**src/rtl/irq_pkg.sv**
```systemverilog
package irq_pkg;
    typedef enum logic [1:0] {
        ST_IDLE    = 2'd0,
        ST_ACK     = 2'd1,
        ST_RESOLVE = 2'd2,
        ST_GATE    = 2'd3
    } irq_state_t;

    typedef enum logic [1:0] {
        EV_DBG  = 2'd0,
        EV_SMI  = 2'd1,
        EV_NMI  = 2'd2,
        EV_MASK = 2'd3
    } irq_kind_t;

    localparam logic [1:0] GT_INT  = 2'b00;
    localparam logic [1:0] GT_TRAP = 2'b01;
    localparam logic [1:0] GT_TASK = 2'b10;
endpackage

```
**src/rtl/irq_prio_sel.sv**
```systemverilog
module irq_prio_sel
    import irq_pkg::*;
(
    input  logic      dbg_pend,
    input  logic      smi_pend,
    input  logic      nmi_pend,
    input  logic      intr_pend,
    input  logic      if_flag,
    output logic      any_win,
    output irq_kind_t win_kind
);
    logic intr_ok;

    assign intr_ok = intr_pend && if_flag;
    assign any_win = dbg_pend || smi_pend || nmi_pend || intr_ok;

    always_comb begin
        if (dbg_pend)      win_kind = EV_DBG;
        else if (smi_pend) win_kind = EV_SMI;
        else if (nmi_pend) win_kind = EV_NMI;
        else               win_kind = EV_MASK;
    end
endmodule

```
**src/rtl/irq_entry_calc.sv**
```systemverilog
module irq_entry_calc #(
    parameter int ADDR_W = 32,
    parameter int LIM_W  = 16,
    parameter int VEC_W  = 8
) (
    input  logic [ADDR_W-1:0] base,
    input  logic [LIM_W-1:0]  limit,
    input  logic [VEC_W-1:0]  vec,
    input  logic              prot,
    output logic [ADDR_W-1:0] addr,
    output logic              fault
);
    localparam int OFF_W = VEC_W + 3;
    localparam int CMP_W = ((OFF_W > LIM_W) ? OFF_W : LIM_W) + 1;

    logic [OFF_W-1:0] offset;
    logic [OFF_W-1:0] last_byte;

    always_comb begin
        if (prot) begin
            offset    = {vec, 3'b000};
            last_byte = offset + OFF_W'(7);
        end else begin
            offset    = {1'b0, vec, 2'b00};
            last_byte = offset + OFF_W'(3);
        end
        fault = CMP_W'(last_byte) > CMP_W'(limit);
        addr  = base + ADDR_W'(offset);
    end
endmodule

```
**src/rtl/irq_vector_locator.sv**
```systemverilog
module irq_vector_locator
    import irq_pkg::*;
#(
    parameter int          ADDR_W  = 32,
    parameter int          LIM_W   = 16,
    parameter int          VEC_W   = 8,
    parameter int          RSVD_N  = 32,
    parameter int          DBG_VEC = 1,
    parameter int          NMI_VEC = 2,
    parameter logic [15:0] LIM_RST = 16'h03FF
) (
    input  logic              clk,
    input  logic              rst_n,
    input  logic              boundary,
    input  logic              dbg_pend,
    input  logic              smi_pend,
    input  logic              nmi_pend,
    input  logic              intr_pend,
    output logic              ack_req,
    input  logic              ack,
    input  logic [VEC_W-1:0]  ack_vector,
    input  logic              mode_prot,
    input  logic              tbl_wr,
    input  logic [ADDR_W-1:0] tbl_base_in,
    input  logic [LIM_W-1:0]  tbl_limit_in,
    input  logic              if_wr,
    input  logic              if_wr_val,
    input  logic              gate_valid,
    input  logic [1:0]        gate_type,
    output logic              ev_valid,
    output logic [1:0]        ev_kind,
    output logic [VEC_W-1:0]  ev_vector,
    output logic [ADDR_W-1:0] entry_addr,
    output logic              addr_valid,
    output logic              limit_fault,
    output logic              vector_err,
    output logic              if_flag,
    output logic              task_switch
);
    irq_state_t        st_q, st_d;
    irq_kind_t         kind_q;
    irq_kind_t         win_kind;
    logic              any_win;
    logic [VEC_W-1:0]  vec_q;
    logic [ADDR_W-1:0] base_q;
    logic [LIM_W-1:0]  lim_q;
    logic              if_q;
    logic              calc_fault;
    logic [ADDR_W-1:0] calc_addr;
    logic              is_smi, is_rsvd, gate_clear, start_ev;

    irq_prio_sel u_prio (
        .dbg_pend (dbg_pend),
        .smi_pend (smi_pend),
        .nmi_pend (nmi_pend),
        .intr_pend(intr_pend),
        .if_flag  (if_q),
        .any_win  (any_win),
        .win_kind (win_kind)
    );

    irq_entry_calc #(.ADDR_W(ADDR_W), .LIM_W(LIM_W), .VEC_W(VEC_W)) u_calc (
        .base (base_q),
        .limit(lim_q),
        .vec  (vec_q),
        .prot (mode_prot),
        .addr (calc_addr),
        .fault(calc_fault)
    );

    assign start_ev   = (st_q == ST_IDLE) && boundary && any_win;
    assign gate_clear = (st_q == ST_GATE) && gate_valid && (gate_type == GT_INT);

    // Next state
    always_comb begin
        st_d = st_q;
        unique case (st_q)
            ST_IDLE:    if (start_ev) st_d = (win_kind == EV_MASK) ? ST_ACK : ST_RESOLVE;
            ST_ACK:     if (ack) st_d = ST_RESOLVE;
            ST_RESOLVE: st_d = addr_valid ? ST_GATE : ST_IDLE;
            ST_GATE:    if (gate_valid) st_d = ST_IDLE;
            default:    st_d = ST_IDLE;
        endcase
    end

    // State register
    always_ff @(posedge clk) begin
        if (!rst_n) st_q <= ST_IDLE;
        else        st_q <= st_d;
    end

    // Event capture, flag and table register
    always_ff @(posedge clk) begin
        if (!rst_n) begin
            kind_q <= EV_DBG;
            vec_q  <= '0;
            if_q   <= 1'b0;
            base_q <= '0;
            lim_q  <= LIM_W'(LIM_RST);
        end else begin
            if (start_ev) begin
                kind_q <= win_kind;
                unique case (win_kind)
                    EV_DBG:  vec_q <= VEC_W'(DBG_VEC);
                    EV_NMI:  vec_q <= VEC_W'(NMI_VEC);
                    default: vec_q <= '0;
                endcase
            end else if ((st_q == ST_ACK) && ack) begin
                vec_q <= ack_vector;
            end
            if (gate_clear)  if_q <= 1'b0;
            else if (if_wr)  if_q <= if_wr_val;
            if (tbl_wr) begin
                base_q <= tbl_base_in;
                lim_q  <= tbl_limit_in;
            end
        end
    end

    // Outputs
    always_comb begin
        is_smi      = (kind_q == EV_SMI);
        is_rsvd     = (kind_q == EV_MASK) && (int'(vec_q) < RSVD_N);
        ev_valid    = (st_q == ST_RESOLVE);
        ev_kind     = kind_q;
        ev_vector   = vec_q;
        entry_addr  = calc_addr;
        vector_err  = ev_valid && is_rsvd;
        limit_fault = ev_valid && !is_smi && !is_rsvd && calc_fault;
        addr_valid  = ev_valid && !is_smi && !is_rsvd && !calc_fault;
        ack_req     = (st_q == ST_ACK);
        if_flag     = if_q;
        task_switch = (st_q == ST_GATE) && gate_valid && (gate_type == GT_TASK);
    end

    a_r1_debug_first: assert property (@(posedge clk) disable iff (!rst_n)
        ((st_q == ST_IDLE) && boundary && dbg_pend) |=> (ev_valid && ev_kind == 2'd0));

    a_r2_masked_idle: assert property (@(posedge clk) disable iff (!rst_n)
        ((st_q == ST_IDLE) && boundary && !if_q && !dbg_pend && !smi_pend && !nmi_pend)
        |=> (!ack_req && !ev_valid));

    a_r3_req_hold: assert property (@(posedge clk) disable iff (!rst_n)
        (ack_req && !ack) |=> ack_req);

    a_r3_ack_resolve: assert property (@(posedge clk) disable iff (!rst_n)
        (ack_req && ack) |=> (ev_valid && ev_vector == $past(ack_vector)));

    a_r4_err_excl: assert property (@(posedge clk) disable iff (!rst_n)
        vector_err |-> (!addr_valid && !limit_fault));

    a_r6_fault_excl: assert property (@(posedge clk) disable iff (!rst_n)
        limit_fault |-> !addr_valid);

    a_r8_task_single: assert property (@(posedge clk) disable iff (!rst_n)
        task_switch |=> !task_switch);

    a_r9_busy_hold: assert property (@(posedge clk) disable iff (!rst_n)
        (ev_valid && !addr_valid) |=> (!ev_valid && !ack_req));
endmodule

```
**config.mk**
```make
export PLATFORM = sky130hd
export DESIGN_NAME = irq_vector_locator
export DESIGN_NICKNAME = d
export VERILOG_FILES = /design/src/rtl/irq_pkg.sv /design/src/rtl/irq_prio_sel.sv /design/src/rtl/irq_entry_calc.sv /design/src/rtl/irq_vector_locator.sv
export SDC_FILE = /design/constraint.sdc
export NUM_CORES = 1
export LEC_CHECK = 0
export BUFFER_PORTS_ARGS = -buffer_cell sky130_fd_sc_hd__buf_4
export CORE_MARGIN = 3
export CORE_UTILIZATION = 46
export DETAILED_ROUTE_END_ITERATION = 7
export PLACE_DENSITY_LB_ADDON = 0.2
export SETUP_SLACK_MARGIN = 0.3
export SLEW_MARGIN = 20
export SYNTH_ARGS = -nofsm -noshare
export SYNTH_HDL_FRONTEND = slang
export SYNTH_SLANG_ARGS = --single-unit
```
**constraint.sdc**
```tcl
create_clock -name clk -period 2.39 [get_ports clk]
set_clock_uncertainty 0.2 [all_clocks]
set_input_delay 0.1195 -clock clk [delete_from_list [all_inputs] [get_ports clk]]
set_output_delay 0.1195 -clock clk [all_outputs]
set_load 0.005 [all_outputs]
```
Word level (Yosys, flattened, before mapping)
Cells that the tools add are included.
- register bits after elaboration: 61
- output and inout bits: 49
- bits of input ports: 71
- word-level logic and storage cells: 62
- mux-type cells: 14
- bitwise logic cells: 1
- magnitude comparators: 2
- equal/unequal tests: 11
- add/subtract/negate cells: 3
- reductions and logical operators: 25
- operator list (kind ; number):
    $add A32 B11 Y32 ; 1
    $mux W11 ; 2
    $gt A11 B16 Y1 ; 1
    $mux W8 ; 2
    $mux W2 ; 7
    $logic_and A1 B1 Y1 ; 13
    $eq A2 B2 Y1 const B ; 6
    $add A10 B2 Y11 const B ; 1
    $add A11 B3 Y11 const B ; 1
    $lt A8 B6 Y1 const B ; 1
    $pmux W2 S4 ; 1
    $logic_not A2 Y1 ; 3
    $eq A2 B1 Y1 const B ; 2
    $ne A2 B2 Y1 const B ; 2
    $pmux W2 S2 ; 1
    $logic_not A1 Y1 ; 3
    $logic_or A1 B1 Y1 ; 3
    $reduce_and A3 Y1 ; 1
    $ne A2 B1 Y1 const B ; 1
    $reduce_bool A2 Y1 ; 1
    $reduce_or A2 Y1 ; 1
    $mux W1 ; 1
    $not A1 Y1 ; 1

Logic depth before layout (Yosys ltp)
Gate-level depths: netlist (run 1).
- depth after elaboration: 7
- mapped depth: 9
- depth with buffers taken out: 8

Cells and area by module
A second synthesis (run 1) with hierarchy kept.
- cell total of the unflattened synthesis: 394
- area, all modules: 3564.7 µm²
- by module, submodules not included (module ; cells each ; area each (µm²) ; times used):
    irq_vector_locator ; 230 ; 2376.0 ; 1
    irq_entry_calc ; 160 ; 1164.9 ; 1
    irq_prio_sel ; 4 ; 23.8 ; 1

Worst setup path before layout (run 1)
OpenSTA, ideal clock, no wires.
- path type: input-to-output
- start point: input mode_prot
- end point: output entry_addr[18]
- path buffers: 1
- stages: 8
- required time: 2071 ps
- arrival: 2251 ps
- path slack: -181 ps
- cells stage by stage: clkbuf_1 > mux2_2 > fa_1 > a211oi_2 > o21ai_0 > a21oi_2 > nand2b_1 > xnor2_1
- cells in the longest elaborated chain, start to end: 2
- ends and longest elaborated chain (what ; RTL line ; text):
    from (decl) ; irq_vector_locator.sv:22 ; input logic mode_prot,
    $mux W11 ; irq_entry_calc.sv:20 ; if (prot) begin
    $add A32 B11 Y32 ; irq_entry_calc.sv:28 ; addr = base + ADDR_W'(offset);
    to (decl) ; irq_vector_locator.sv:33 ; output logic [ADDR_W-1:0] entry_addr,
No other way between the ends.

Worst setup path in the final report (run 1)
- start point: register vec_q[1] (netlist: ev_vector[1])
- end point: output entry_addr[27]
- cells in the longest elaborated chain, start to end: 2
- ends and longest elaborated chain (what ; RTL line ; text):
    from (decl) ; irq_vector_locator.sv:44 ; logic [VEC_W-1:0] vec_q;
    from (signal assigned) ; irq_vector_locator.sv:104 ; EV_DBG: vec_q <= VEC_W'(DBG_VEC);
    from (signal assigned) ; irq_vector_locator.sv:105 ; EV_NMI: vec_q <= VEC_W'(NMI_VEC);
    from (signal assigned) ; irq_vector_locator.sv:109 ; vec_q <= ack_vector;
    $mux W11 ; irq_entry_calc.sv:20 ;
    $add A32 B11 Y32 ; irq_entry_calc.sv:28 ;
No other way between the ends.

==> run_results.csv, run 1 <==
group,metric,value,unit
setup_path,rr_startpoint,"ev_vector[6]",
sta,hold_viol,0,
power,internal_power,2.291,mW
logic_synthesis,syn_area,3535,µm²
floorplanning,die_w,93.66,µm
power,comb_power_share,0.304,
cts,path_clk_slew,80,ps
sta,period_minus_slack,2879,ps
cts,cts_tree,"built",
placement,hpwl,7027,µm
setup_path,crit_start,"ev_vector[1]",
placement,portBuffers,119,
cts,clock_latency,340,ps
setup_path,startpoint_type,"flop",
logic_synthesis,avgSynthCellArea,8.706,µm²
finish,area_delta_synth_final,73.88,%
global_route,grt_first_pass_wirelength,18380,µm
setup_path,arrival,2560,ps
placement,pre_cts_slack,-90.28,ps
drt,drtIter0Drc,145,
drt,drc,0,
cts,cts_max_path_buffers,2,
global_route,busiest_layer,"met2",
floorplanning,dieArea,8772,µm²
sta,rsz0062_at_grt,"yes",
logic_synthesis,yosys.area.top_type,"dfxtp_1",
setup_path,reg2reg_depth,7,
min_path,hold_class,"input port to flop",
power,total_leakage_power,2.811,nW
global_route,antenna_found_initial,0,
floorplanning,io_pins,120,
global_route,grt_pass1_vias,3945,
global_route,met2_usage,0.4866,
sta,final-max-slew-violation-count,0,
logic_synthesis,synth.net_count,496,
floorplanning,start_util,0.4796,
floorplanning,num_rows,31,
global_route,grtUsageMet3,0.04808,
finish,antenna_cells,0,
setup_path,endpoint,"entry_addr[27]",
run,maxCapViolCount,0,
drt,drt-wirelength-per-cell,16.50,µm
logic_synthesis,yosysSeqAreaShare,0.3455,
drt,routed_wl,12030,µm
setup_path,cp_max_fo,5,
finish,fin_nets,715,
logic_synthesis,synthTopCellsByArea,"dfxtp_1, mux2i_1, ha_1, nor2_1, xnor2_1",
setup_path,endpoint_kind,"primary output",
power,clockPowerShare,0.329,
sta,worst_pin_slew,832.0,ps
min_path,min_from,"boundary",
sta,setup_viol_count_final,28,
sta,setup_slack,-489.2,ps
sta,relSlewSlack,0.4453,
global_route,grt_max_degree,56,
floorplanning,core_area,7370,µm²
drt,firstDrtPassIters,4,
logic_synthesis,async_flop_share,0,
setup_path,rrSetupSlack,100,ps
run_status,status,"finished, violations left",
cts,ctsHtreeMaxLevel,3,
run_status,violations,"negative setup slack",
setup_path,cp.required,2070,ps
logic_synthesis,ys.warnings.count,0,
logic_synthesis,synth_commonest_cells,"dfxtp_1, nor2_1, mux2i_1",
drt,via_count,3878,
cts,numCtsBuffers,9,
logic_synthesis,synth-seq-cells,61,
logic_synthesis,syn_inst,406,
global_route,overflow,0,
power,switching_share,0.3067,
cts,clock-root-buffer,"clkbuf_8",
setup_path,crit_type,"flop to primary output",
logic_synthesis,synth_top_area_share,0.3455,
power,switchingPower,1.013,mW
setup_path,rr_endpoint,"st_q[1]",
power,p_seq_frac,0.367,
global_route,track_usage,0.2638,
floorplanning,die_h,93.66,µm
drt,via_per_inst,5.320,
power,cellPowerDensity,537.7,nW/µm²
finish,drive_gt1_frac,0.3714,
sta,fmax,347.3,MHz
placement,gp_congestion,0.8307,
logic_synthesis,synthDistinctLibCells,55,
logic_synthesis,synth-edff-count,0,
sta,holdWs,157.4,ps
drt,ant_nets,0,
power,ir_drop,0.3749,mV
logic_synthesis,synth-main-ff-cell,"dfxtp_1",
logic_synthesis,yosysMostFrequentCell,"dfxtp_1",
cts,clock_sinks,61,
global_route,use_met1,0.3055,
sta,min_period_over_period,1.205,
repair_timing:
action | in CTS | in global routing
cloned | 1 | 1
hold buffers | 80 | 0
setup endpoints to repair | 32 | 38
gates resized for setup | 24 | 36
buffers inserted | 3 | 3
pin swaps | 19 | 22
endpoints found under the hold margin | 60 | 0
worst min-delay path by stage:
stage,cells past startpoint,slack [ps],to
final,5,160,st_q[1]
after global routing,5,190,st_q[1]
after CTS,5,150,st_q[1]
after detailed placement,3,140,lim_q[2]
after global placement,3,140,lim_q[6]
after floorplan,2,50,lim_q[0]
cell usage in the layout (no fill, tap or decap), types with 6 or more instances in the layout:
master,instances
nor2_4,7
xor2_1,8
o211ai_1,12
buf_4,139
ha_1,10
dlygate4sd3_1,80
ha_4,8
buf_6,7
a21oi_1,13
xnor2_1,10
nand2_1,34
mux2i_1,42
dfxtp_1,56
nor2_1,53
nand3_1,13
clkbuf_8,10
inv_1,13
nor2b_1,6
worst max-delay path, stage by stage, from the launching register on:
cell	delay, ps
dfxtp_2	330
mux2_4	310
ha_4	270
a21oi_2	50
nand4b_1	250
a21oi_2	270
buf_6	160
o211ai_1	110
xnor2_1	300
buf_4	170
flip-flops by register name, indices dropped and copies added (netlist names):
register and cells:
ev_vector 8, if_flag 1, ev_kind 2, lim_q 16, st_q 2, base_q 32
logic make-up after synthesis:
logic type | share of synthesized area
xor+xnor | 0.05947
mux | 0.1412
simple gates | 0.1989
flops | 0.3455
compound gates | 0.1437
fa+ha+maj | 0.06938
buf+inv | 0.04177
cell type report:
cell class	count	area, µm²
inverter	14	52.55
multi-input combinational	311	2542
clock inverter	6	93.84
tap	99	123.9
sequential	61	1227
timing repair buffer	228	1968
fill	416	1224
clock buffer	10	137.6
power groups by stage:
stage	sequential [mW]	combinational, mW	clock [mW]
after global routing	1.22	1.09	1.14
after global placement	1.21	0.774	0
after floorplan	1.18	0.471	0
after detailed placement	1.22	0.793	0
after CTS	1.20	0.930	1.10
final	1.21	1.00	1.09
routing by layer:
layer | vias to the layer above | part of all wire
li1 | 1867 | -
met1 | 1854 | 0.41
met2 | 129 | 0.53
met3 | 28 | 0.046
met4 | 0 | 0.023
met5 | - | 0
stage by stage:
| stage | power, mW | instances | setup TNS, ps | util | instance area, µm² |
|---|---|---|---|---|---|
| 2_1_floorplan | 1.653 | 406 | 0 | - | 3656 |
| 3_3_place_gp | 1.989 | 625 | -50.60 | 0.6426 | 4736 |
| 3_5_place_dp | 2.013 | 625 | -173.7 | 0.6426 | 4736 |
| 4_1_cts | 3.225 | 725 | -7784 | 0.8005 | 5899 |
| 5_1_grt | 3.453 | 729 | -12390 | 0.8340 | 6146 |
| 6_report | 3.305 | 729 | -9603 | 0.8340 | 6146 |
Power figures use the tool's default switching activity.
==> inputs of run 2 (changes only) <==
--- a/config.mk
+++ b/config.mk
@@ -6,8 +6,10 @@
 export NUM_CORES = 1
 export LEC_CHECK = 0
 export BUFFER_PORTS_ARGS = -buffer_cell sky130_fd_sc_hd__buf_4
+export CELL_PAD_IN_SITES_DETAIL_PLACEMENT = 0
+export CELL_PAD_IN_SITES_GLOBAL_PLACEMENT = 1
 export CORE_MARGIN = 3
-export CORE_UTILIZATION = 46
+export CORE_UTILIZATION = 33
 export DETAILED_ROUTE_END_ITERATION = 7
 export PLACE_DENSITY_LB_ADDON = 0.2
 export SETUP_SLACK_MARGIN = 0.3
==> run_results.csv, run 2 (same netlist as run 1, synthesis figures left out) <==
group,metric,value,unit
run_status,status,"finished, violations left",
run_status,violations,"negative setup slack",
setup_path,rr_endpoint,"st_q[0]",
global_route,overflow,0,
sta,hold_viol,0,
placement,place_area,4822,µm²
finish,regMostFlops,"base_q",
sta,worst_pin_slew,547.3,ps
finish,fill_cells,916,
setup_path,endpoint,"limit_fault",
placement,portBuffers,119,
power,ir_drop,0.4607,mV
finish,antenna_cells,0,
global_route,grt_first_pass_wirelength,17710,µm
cts,clock_sinks,61,
setup_path,cp_max_fo,3,
setup_path,reg2reg_depth,9,
sta,fmax,348.2,MHz
cts,clock-root-buffer,"clkbuf_8",
sta,final-max-slew-violation-count,0,
cts,cts_max_path_buffers,2,
setup_path,endpoint_kind,"primary output",
placement,gp_congestion,0.7818,
setup_path,crit_start,"ev_vector[1]",
drt,drtIter0Drc,111,
global_route,grt_pass1_vias,3840,
sta,holdWs,124.9,ps
sta,setup_viol_count_final,29,
cts,ctsHtreeMaxLevel,3,
sta,setup_slack,-481.5,ps
floorplanning,die_h,109.5,µm
sta,relSlewSlack,0.6332,
setup_path,cp.required,2070,ps
placement,hpwl,7715,µm
drt,drt-wirelength-per-cell,14.73,µm
sta,min_period_over_period,1.201,
floorplanning,start_util,0.3409,
sta,fin_tns_setup,-10130,ps
finish,drive_gt1_frac,0.3850,
floorplanning,num_rows,37,
floorplanning,io_pins,120,
setup_path,crit_type,"flop to primary output",
power,total_power,3.185,mW
cts,clock_latency,350,ps
drt,ant_nets,0,
drt,via_count,3736,
setup_path,arrival,2550,ps
drt,drc,0,
floorplanning,dieArea,11990,µm²
global_route,track_usage,0.1883,
power,total_leakage_power,2.800,nW
finish,final_common_cell,"buf_4",
cts,cts_tree,"built",
sta,rsz0062_at_grt,"yes",
min_path,hold_class,"input port to flop",
setup_path,rr_startpoint,"ev_vector[1]",
drt,firstDrtPassIters,4,
setup_path,startpoint_type,"flop",
sta,period_minus_slack,2872,ps
finish,largest_reg_flops,32,
floorplanning,die_w,109.5,µm
drt,routed_wl,11420,µm
drt,via_per_inst,4.821,
power,cellPowerDensity,508.3,nW/µm²
finish,fin_nets,724,
global_route,antenna_found_initial,0,
finish,fin_util,0.6042,
cts,numCtsBuffers,9,
finish,mostFrequentLayoutCells,"buf_4, dlygate4sd3_1, dfxtp_1",
floorplanning,core_area,10370,µm²
cts,path_clk_slew,70,ps
setup_path,rrSetupSlack,-130,ps
finish,area_delta_synth_final,77.27,%
finish,final_area,6266,µm²
run,maxCapViolCount,0,
global_route,grt_max_degree,35,
## run 2: cell types whose count changed in the layout (fill, tap and decap cells not counted), sizes merged
cell,before,now
buf,147,155
clkinv,2,3
clkinvlp,1,2
dlygate4sd3,80,82
inv,15,13
bufinv,2,1
## run 2: area by class of cell
cell class	count	area [µm²]	area share
Sequential cell	61	1230	0.1963
Inverter	14	52.55	0.008387
Tap cell	136	170.2	0.02716
Timing Repair Buffer	237	2041	0.3257
Clock buffer	11	151.4	0.02416
Clock inverter	5	58.81	0.009385
Multi-Input combinational cell	311	2562	0.4089
## run 2: worst min path at each step
stage,from,to,depth (start not counted),slack (ps)
finish,tbl_wr,base_q[19],3,120
global route,tbl_wr,lim_q[12],3,130
CTS,tbl_wr,lim_q[13],3,110
detailed placement,tbl_limit_in[0],lim_q[0],3,140
global placement,tbl_limit_in[3],lim_q[3],3,140
floorplan,tbl_limit_in[0],lim_q[0],2,50
## run 2: stage by stage
step / instances / setup slack, ps
finish: 775 / -481.5
global route: 775 / -589.4
CTS: 767 / -403.2
detailed placement: 664 / -88.34
global placement: 664 / -91.81
floorplan: 406 / 181.5
## run 2: routing by layer
layer	global-route usage	wire (µm)	vias up
li1	-	-	1884
met1	0.2201	4762	1738
met2	0.3278	5933	98
met3	0.05520	538	16
met4	0.06411	184	0
met5	0	0	-
## run 2: timing repair
| action | CTS | global route |
|---|---|---|
| pin swaps | 22 | 29 |
| hold endpoints to repair | 60 | 1 |
| gates cloned | 1 | 0 |
| setup endpoints to repair | 32 | 39 |
| gates resized for setup | 34 | 27 |
| hold buffers | 81 | 2 |
| buffers inserted | 5 | 7 |
## run 2: worst max-delay path, cell delays in order (launching register included)
cell and delay [ps]:
dfxtp_2 330, mux2_4 300, buf_4 150, ha_4 200, nor2b_1 140, o211ai_1 280
a21boi_2 140, o41ai_4 430, nor2_1 90, buf_4 150
## run 2: power by group
group          total, mW  leakage (nW)  internal, mW  switching, mW
clock              0.967         0.102         0.538          0.429
combinational       1.01          2.19         0.582          0.432
sequential          1.20         0.506          1.11         0.0963
total               3.18          2.80          2.23          0.957
==> inputs of run 3 (changes only) <==
--- a/config.mk
+++ b/config.mk
@@ -5,10 +5,10 @@
 export SDC_FILE = /design/constraint.sdc
 export NUM_CORES = 1
 export LEC_CHECK = 0
+export ABC_AREA = 0
 export BUFFER_PORTS_ARGS = -buffer_cell sky130_fd_sc_hd__buf_4
 export CELL_PAD_IN_SITES_DETAIL_PLACEMENT = 0
 export CELL_PAD_IN_SITES_GLOBAL_PLACEMENT = 1
-export CORE_MARGIN = 3
 export CORE_UTILIZATION = 33
 export DETAILED_ROUTE_END_ITERATION = 7
 export PLACE_DENSITY_LB_ADDON = 0.2
==> run_results.csv, run 3 (same netlist as run 1, synthesis figures left out) <==
group,metric,value,unit
drt,via_per_inst,4.779,
sta,relSlewSlack,0.4387,
drt,firstDrtPassIters,4,
sta,fin_tns_setup,-8600,ps
sta,hold_viol,0,
run_status,status,"finished, violations left",
drt,via_count,3704,
sta,period_minus_slack,2776,ps
finish,instances_no_fill,775,
placement,portBuffers,119,
power,total_leakage_power,2.797,nW
sta,fmax,360.2,MHz
drt,drt-wirelength-per-cell,13.88,µm
finish,fill_cells,914,
setup_path,crit_type,"flop to primary output",
floorplanning,num_rows,37,
power,ir_drop,0.3113,mV
finish,fin_nets,724,
drt,routed_wl,10760,µm
global_route,overflow,0,
cts,clock_sinks,61,
run,maxCapViolCount,0,
floorplanning,die_h,105.5,µm
drt,drc,0,
setup_path,startpoint_type,"flop",
sta,setup_viol_count_final,29,
finish,mostFrequentLayoutCells,"buf_4, dlygate4sd3_1, nor2_1",
finish,multi_input_area,2451,µm²
finish,final_common_cell,"buf_4",
setup_path,endpoint_kind,"primary output",
run_status,violations,"negative setup slack",
cts,cts_tree,"built",
sta,rsz0062_at_grt,"yes",
floorplanning,die_w,105.5,µm
finish,largest_reg_flops,32,
finish,drive_gt1_frac,0.3615,
placement,gp_congestion,0.7918,
global_route,antenna_found_initial,0,
min_path,hold_class,"input port to flop",
finish,area_delta_synth_final,73.91,%
finish,antenna_cells,0,
setup_path,arrival,2460,ps
cts,numCtsBuffers,9,
drt,drtIter0Drc,114,
global_route,grt_pass1_vias,3729,
finish,register_area,1229,µm²
finish,regMostFlops,"base_q",
sta,setup_slack,-386.3,ps
setup_path,cp.required,2070,ps
floorplanning,core_area,10370,µm²
placement,hpwl,7395,µm
sta,final-max-slew-violation-count,0,
setup_path,rrSetupSlack,130,ps
cts,path_clk_slew,80,ps
cts,ctsHtreeMaxLevel,3,
cts,clock-root-buffer,"clkbuf_8",
setup_path,cp_max_fo,10,
cts,clock_latency,340,ps
global_route,grt_max_degree,56,
sta,min_period_over_period,1.162,
global_route,grt_first_pass_wirelength,17440,µm
floorplanning,start_util,0.3409,
drt,ant_nets,0,
sta,worst_pin_slew,842.0,ps
global_route,track_usage,0.1964,
placement,post-place-cells,668,
placement,pre_cts_slack,-80.54,ps
cts,cts_max_path_buffers,2,
floorplanning,io_pins,120,
power,cellPowerDensity,529.8,nW/µm²
floorplanning,dieArea,11130,µm²
==> run 3: layer usage <==
metal	wire, µm	vias up	part of all wire	track usage
met5	0	-	0	0
met2	5430	69	0.50	0.3482
met3	348	10	0.032	0.03216
li1	-	1880	-	-
met1	4852	1745	0.45	0.2429
met4	128	0	0.012	0.05952
==> run 3: worst paths after layout <==
check               startpoint              to  cells past startpoint
setup reg to reg  ev_vector[0]         st_q[1]                      7
hold reg to reg      lim_q[15]       lim_q[15]                      2
hold / removal        boundary         st_q[1]                      6
setup / recovery  ev_vector[0]  entry_addr[28]                      9
==> run 3: stage by stage <==
| step | utilization | hold WS [ps] | total power, mW | area [µm²] |
|---|---|---|---|---|
| after floorplan | - | 47.90 | 1.653 | 3656 |
| after global placement | 0.4655 | 140.4 | 2.018 | 4827 |
| after detailed placement | 0.4655 | 140.5 | 2.023 | 4827 |
| after CTS | 0.5771 | 167.4 | 3.220 | 5984 |
| after global routing | 0.5928 | 204.6 | 3.440 | 6147 |
| final | 0.5928 | 173.0 | 3.257 | 6147 |
==> run 3: final cells by class <==
cell class / instances / area share
sequential: 61 / 0.1999
multi-input combinational: 311 / 0.3987
clock inverter: 4 / 0.01140
inverter: 14 / 0.008549
clock buffer: 12 / 0.02524
timing repair buffer: 237 / 0.3285
tap: 136 / 0.02768
==> run 3: what timing repair did <==
action / CTS / global route
gates resized for setup: 18 / 22
cloned: 1 / 0
setup endpoints to repair: 32 / 38
hold buffers: 82 / 0
pin swaps: 14 / 9
buffers inserted: 4 / 4
hold endpoints to repair: 60 / 0
==> run 3: power by group <==
| group | switching (mW) | leakage (nW) | total (mW) | internal, mW |
|---|---|---|---|---|
| registers | 0.0974 | 0.506 | 1.20 | 1.11 |
| logic | 0.416 | 2.17 | 0.990 | 0.575 |
| clock network | 0.421 | 0.116 | 1.06 | 0.642 |
| total | 0.934 | 2.80 | 3.26 | 2.32 |
==> run 3: worst max-delay path: stages, from the launching register on <==
cell and delay [ps]:
dfxtp_2 340, mux2_4 290, fa_2 400, a211oi_4 260, o21ai_2 110, a21oi_4 170
buf_12 140, nor3_2 40, xor2_1 190, buf_4 150
